==> src/rtl/scq_pkg.sv <==
package scq_pkg;
  parameter int WORD_W  = 32;
  parameter int COUNT_W = WORD_W - 2;

  typedef struct packed {
    logic               now;
    logic               chain;
    logic [COUNT_W-1:0] count;
    logic [WORD_W-1:0]  secs;
    logic [WORD_W-1:0]  ticks;
  } scq_cmd_t;
endpackage

==> src/rtl/scq_decode.sv <==
module scq_decode
  import scq_pkg::*;
#(
  parameter int          ADDR_W = 8,
  parameter logic [7:0]  BASE   = 8'h40
) (
  input  logic              clk,
  input  logic              rst_n,
  input  logic              set_stb,
  input  logic [ADDR_W-1:0] set_addr,
  input  logic [WORD_W-1:0] set_data,
  output logic              push_req,
  output scq_cmd_t          push_entry,
  output logic              clr_req
);
  localparam logic [ADDR_W-1:0] A_CTRL = ADDR_W'(BASE);
  localparam logic [ADDR_W-1:0] A_SECS = ADDR_W'(BASE + 8'd1);
  localparam logic [ADDR_W-1:0] A_TCKS = ADDR_W'(BASE + 8'd2);
  localparam logic [ADDR_W-1:0] A_CLR  = ADDR_W'(BASE + 8'd3);

  logic [WORD_W-1:0] ctrl_q, secs_q;

  always_ff @(posedge clk) begin
    if (!rst_n) begin
      ctrl_q <= '0;
      secs_q <= '0;
    end else if (set_stb) begin
      if (set_addr == A_CTRL) ctrl_q <= set_data;
      if (set_addr == A_SECS) secs_q <= set_data;
    end
  end

  assign push_req = set_stb && (set_addr == A_TCKS);
  assign clr_req  = set_stb && (set_addr == A_CLR);

  always_comb begin
    push_entry.now   = ctrl_q[WORD_W-1];
    push_entry.chain = ctrl_q[WORD_W-2];
    push_entry.count = ctrl_q[COUNT_W-1:0];
    push_entry.secs  = secs_q;
    push_entry.ticks = set_data;
  end


  stage_no_push_chk: assert property (@(posedge clk) disable iff (!rst_n)
    (set_stb && (set_addr == A_CTRL || set_addr == A_SECS)) |-> !push_req);
endmodule

==> src/rtl/scq_fifo.sv <==
module scq_fifo
  import scq_pkg::*;
#(
  parameter int DEPTH = 8
) (
  input  logic     clk,
  input  logic     rst_n,
  input  logic     push,
  input  scq_cmd_t push_entry,
  input  logic     pop,
  output scq_cmd_t head,
  output logic     empty,
  output logic     full
);
  localparam int PTR_W = (DEPTH > 1) ? $clog2(DEPTH) : 1;
  localparam int CNT_W = PTR_W + 1;

  scq_cmd_t         mem [DEPTH];
  logic [PTR_W-1:0] wr_ptr, rd_ptr;
  logic [CNT_W-1:0] count;

  function automatic logic [PTR_W-1:0] bump(input logic [PTR_W-1:0] p);
    return (p == PTR_W'(DEPTH - 1)) ? '0 : p + 1'b1;
  endfunction

  always_ff @(posedge clk) begin
    if (push) mem[wr_ptr] <= push_entry;
  end

  always_ff @(posedge clk) begin
    if (!rst_n) begin
      wr_ptr <= '0;
      rd_ptr <= '0;
      count  <= '0;
    end else begin
      if (push) wr_ptr <= bump(wr_ptr);
      if (pop)  rd_ptr <= bump(rd_ptr);
      count <= count + CNT_W'(push) - CNT_W'(pop);
    end
  end

  assign head  = mem[rd_ptr];
  assign empty = (count == '0);
  assign full  = (count == CNT_W'(DEPTH));


  no_overflow_chk: assert property (@(posedge clk) disable iff (!rst_n)
    count <= CNT_W'(DEPTH));

  no_underflow_chk: assert property (@(posedge clk) disable iff (!rst_n)
    pop |-> !empty);

  push_fills_chk: assert property (@(posedge clk) disable iff (!rst_n)
    (push && !pop) |=> !empty);
endmodule

==> src/rtl/scq_gate.sv <==
module scq_gate
  import scq_pkg::*;
(
  input  scq_cmd_t          head,
  input  logic              empty,
  input  logic [WORD_W-1:0] time_secs,
  input  logic [WORD_W-1:0] time_ticks,
  output logic              offer
);
  logic reached;
  assign reached = {time_secs, time_ticks} >= {head.secs, head.ticks};
  assign offer   = !empty && (head.now || reached);
endmodule

==> src/rtl/stream_cmd_queue.sv <==
module stream_cmd_queue
  import scq_pkg::*;
#(
  parameter int         ADDR_W = 8,
  parameter logic [7:0] BASE   = 8'h40,
  parameter int         DEPTH  = 8
) (
  input  logic               clk,
  input  logic               rst_n,
  input  logic               set_stb,
  input  logic [ADDR_W-1:0]  set_addr,
  input  logic [WORD_W-1:0]  set_data,
  input  logic [WORD_W-1:0]  time_secs,
  input  logic [WORD_W-1:0]  time_ticks,
  input  logic               ovr_pulse,
  output logic               cmd_valid,
  input  logic               cmd_ready,
  output logic               cmd_now,
  output logic               cmd_chain,
  output logic [COUNT_W-1:0] cmd_count,
  output logic [WORD_W-1:0]  cmd_secs,
  output logic [WORD_W-1:0]  cmd_ticks,
  output logic               overrun,
  output logic               cmd_err
);
  logic     push_req, clr_req, empty, full, pop;
  scq_cmd_t push_entry, head;

  scq_decode #(.ADDR_W(ADDR_W), .BASE(BASE)) u_decode (
    .clk(clk), .rst_n(rst_n), .set_stb(set_stb), .set_addr(set_addr),
    .set_data(set_data), .push_req(push_req), .push_entry(push_entry),
    .clr_req(clr_req)
  );

  scq_fifo #(.DEPTH(DEPTH)) u_fifo (
    .clk(clk), .rst_n(rst_n), .push(push_req && !full),
    .push_entry(push_entry), .pop(pop), .head(head),
    .empty(empty), .full(full)
  );

  scq_gate u_gate (
    .head(head), .empty(empty), .time_secs(time_secs),
    .time_ticks(time_ticks), .offer(cmd_valid)
  );

  assign pop       = cmd_valid && cmd_ready;
  assign cmd_now   = head.now;
  assign cmd_chain = head.chain;
  assign cmd_count = head.count;
  assign cmd_secs  = head.secs;
  assign cmd_ticks = head.ticks;

  always_ff @(posedge clk) begin
    if (!rst_n) begin
      overrun <= 1'b0;
      cmd_err <= 1'b0;
    end else begin
      if (ovr_pulse)    overrun <= 1'b1;
      else if (clr_req) overrun <= 1'b0;
      if (push_req && full) cmd_err <= 1'b1;
    end
  end


  ovr_set_chk: assert property (@(posedge clk) disable iff (!rst_n)
    ovr_pulse |=> overrun);

  ovr_clear_chk: assert property (@(posedge clk) disable iff (!rst_n)
    (clr_req && !ovr_pulse) |=> !overrun);

  err_sticky_chk: assert property (@(posedge clk) disable iff (!rst_n)
    cmd_err |=> cmd_err);

  hold_chk: assert property (@(posedge clk) disable iff (!rst_n)
    (cmd_valid && !cmd_ready) |=> ($stable(cmd_count) && $stable(cmd_secs) && $stable(cmd_ticks)));
endmodule

==> config.mk <==
export PLATFORM = sky130hd
export DESIGN_NAME = stream_cmd_queue
export DESIGN_NICKNAME = d
export VERILOG_FILES = /design/src/rtl/scq_pkg.sv /design/src/rtl/scq_decode.sv /design/src/rtl/scq_fifo.sv /design/src/rtl/scq_gate.sv /design/src/rtl/stream_cmd_queue.sv
export SDC_FILE = /design/constraint.sdc
export NUM_CORES = 1
export LEC_CHECK = 0
export ABC_AREA = 1
export ABC_CLOCK_PERIOD_IN_PS = 14050
export BUFFER_PORTS_ARGS = -buffer_cell sky130_fd_sc_hd__buf_2
export CAP_MARGIN = 20
export CORE_UTILIZATION = 45
export DETAILED_ROUTE_END_ITERATION = 16
export PLACE_DENSITY = 0.7
export RECOVER_POWER = 100
export SLEW_MARGIN = 20
export SYNTH_ARGS = -nofsm -noshare
export SYNTH_HDL_FRONTEND = slang
export SYNTH_SLANG_ARGS = --single-unit
==> constraint.sdc <==
create_clock -name clk -period 14.05 [get_ports clk]
set_input_delay 2.81 -clock clk [delete_from_list [all_inputs] [get_ports clk]]
set_output_delay 2.81 -clock clk [all_outputs]
set_load 0.005 [all_outputs]
==> flow_metrics.tcl <==
set metrics [dict create \
    netlist_area_um2 34200 \
    synth_area_leaders "edfxtp_1 67%, nor2_1 7.1%, o21ai_0 6.6%" \
    violations "max-capacitance violations, max-slew violations" \
    switching_share_pct 35.8 \
    whs_ps 485 \
    clk_latency_ps 630 \
    drc 0 \
    dieHeight_um 278 \
    critPathLaunchType "flop" \
    ys_types 38 \
    synth_edf_count 768 \
    cts_buffers 85 \
    area_growth_pct 12.9 \
    grtUsageTotal_pct 22.1 \
    initial_core_util_pct 45.8 \
    place_congestion 0.824 \
    drt_wl_total_um 87400 \
    postCtsSetupBuffers 0 \
    yosysTopAreaCell "edfxtp_1" \
    pwr-share-comb_pct 34.2 \
    setup_violations 0 \
    routed_via_density 5.58 \
    power.leakage_nw 14.2 \
    p_per_area_nw_per_um2 199 \
    synthTopCellsByCount "768 x edfxtp_1, 646 x nor2_1, 452 x o21ai_0" \
    grt_pass1_vias 20600 \
    path_clk_slew_ps 60 \
    placementRows 100 \
    netlist.area_leader.share_pct 67.3 \
    p_int_w 0.00494 \
    drv_slew 1073 \
    final_nets 3186 \
    status "finished with violations" \
    hold_viol 0 \
    grt_pass1_wl_um 128000 \
    path_max_fanout 77 \
    synth_most_common_cell "edfxtp_1" \
    synth_area_per_cell_um2 12.0 \
    dieArea_um2 77200 \
    fin_crit_ps 10930 \
    tritoncts "done" \
    synthArstFlopShare_pct 0 \
    grt_max_degree 193 \
    drt_iter0_markers 2424 \
    power.share.sequential_pct 36.1 \
    hp-start "cmd_err" \
    clk_path_buf_depth 3 \
    antenna_found_initial 4 \
    die_width_um 278 \
    dr.pass1.iters 5 \
    synth_top_flop_cell "edfxtp_1" \
    switching_power_w 0.00276 \
    ctsResizeCount 0 \
    r2r_cells 26 \
    drive_gt1_share_pct 9.40 \
    p_clk_share_pct 29.7 \
    root_buffer "clkbuf_16" \
    syn_inst 2843 \
    drv_cap 20 \
    core_area_um2 74800 \
    synth-seq-cells 847 \
    relSlewSlack_pct -217 \
    grt.overflow.total 0 \
    syn_nets 3027 \
    wl_per_cell_um 21.6 \
    tns_ps 0 \
    num_vias 22600 \
    final.setup.worst_slack_ps 3120 \
    htreeDepth 3 \
    cp-end-kind "output pin" \
    crit_type "reg2out" \
    port_buffers 207 \
    dpl_worst_slack_ps 6380 \
    fin_skew_ps 24.4 \
    timing.rr.end "u_fifo.count[3]" \
    synth_warnings 0 \
    worst_pin_slew_ps 4760 \
    critical_path_required_ps 11240 \
    postCtsHoldBufs 0 \
    dp_hpwl_um 48200 \
    cp.arrival_ps 8120 \
    clock_sinks 847 \
    rsz0062_at_grt "no" \
    ir_drop_mv 0.146 \
    postRouteAntennaNets 0 \
    rrSetupSlack_ps 5190 \
    timing.fmax_mhz 91.5 \
    hold_class "reg2reg" \
    endpoint "cmd_valid" \
    synth-seq-area-share_pct 72.0 \
    io_pins 208 \
    fin_crit_sh_pct 77.8 \
]
## power groups by stage
stage                     Combinational, W  Clock (W)  Sequential [W]
after CTS                          0.00270    0.00231         0.00278
after global placement             0.00264          0         0.00283
after detailed placement           0.00268          0         0.00283
after floorplan                    0.00123          0         0.00279
after global routing               0.00297    0.00241         0.00278
final                              0.00264    0.00229         0.00278
## metal layers
layer / GRT usage (%) / part of all wire [%] / wire (um) / vias to the layer above
li1: - / - / - / 10400
met1: 30.6 / 41 / 36200 / 11000
met2: 34.7 / 46 / 40600 / 984
met3: 4.52 / 9.3 / 8160 / 133
met4: 7.55 / 2.7 / 2400 / 4
met5: 0 / 0.031 / 27 / -
## worst max-delay path, cell delays in order, from the launching register on
cell and delay, ps:
dfxtp_4 570, clkinvlp_2 2620, clkbuf_1 1640, nor2_1 330, o21ai_0 130, a31oi_1 620, ha_1 220, nand2_1 50
nor2_1 190, nand2_1 80, nor2_1 90, nor2_1 50, nand2_1 120, nand2_1 70, nand2_1 150, nand2_1 70
nand2_1 160, nand2_1 70, inv_1 50, clkbuf_1 150
## registers in the layout, summed over array words and instances (netlist names), named ones only
register,cells
u_decode.ctrl_q,32
overrun,1
cmd_err,1
u_fifo.wr_ptr,3
u_fifo.mem,768
u_fifo.rd_ptr,3
u_fifo.count,4
u_decode.secs_q,32
## area by class of cell
type	instances	area, um2
sequential	847	24700
timing repair buffer	239	1120
multi-input combinational	1653	8170
tap	969	1210
clock buffer	119	2390
antenna	1	2.50
clock inverter	39	447
fill	6367	36200
inverter	176	674
## through the flow
step	instance area, um2	power, W	util, %	instances
after floorplan	34200	0.00401	-	2843
final	38700	0.00770	51.7	4043
after CTS	38900	0.00780	52.0	4042
after detailed placement	36100	0.00552	48.2	3884
after global placement	36100	0.00548	48.2	3884
after global routing	38700	0.00816	51.7	4043
## cell usage in the layout, fill, tap and decap left out, types with 3 or more instances in the layout
master,count
buf_2,108
clkbuf_16,88
clkbuf_8,7
o21ai_1,35
nor2_1,646
edfxtp_1,768
a211oi_1,3
clkinv_1,12
clkbuf_2,11
nand2_1,145
inv_1,157
dfxtp_1,77
ha_1,74
o21ai_2,5
clkinv_2,17
nand3_1,9
a31oi_1,32
a21oi_1,29
bufinv_16,9
nor2_2,6
buf_4,11
clkbuf_1,131
o22ai_1,158
o21a_1,3
inv_2,12
nor3_1,9
nand4_1,7
o21ai_0,479
## worst min-delay path by stage
stage	end	slack (ps)	cells after the start
after floorplan	cmd_err	460	2
final	cmd_err	480	2
after CTS	cmd_err	490	2
after global placement	cmd_err	450	2
after global routing	overrun	520	2
after detailed placement	cmd_err	470	2
## cells by family after synthesis
group	share of synthesized area [%]
buf+inv	4.13
compound gates	11.8
fa+ha+maj	2.76
xor+xnor	0.0256
simple gates	9.37
flops	72.0
No activity file was read; power rests on OpenSTA's default activity.
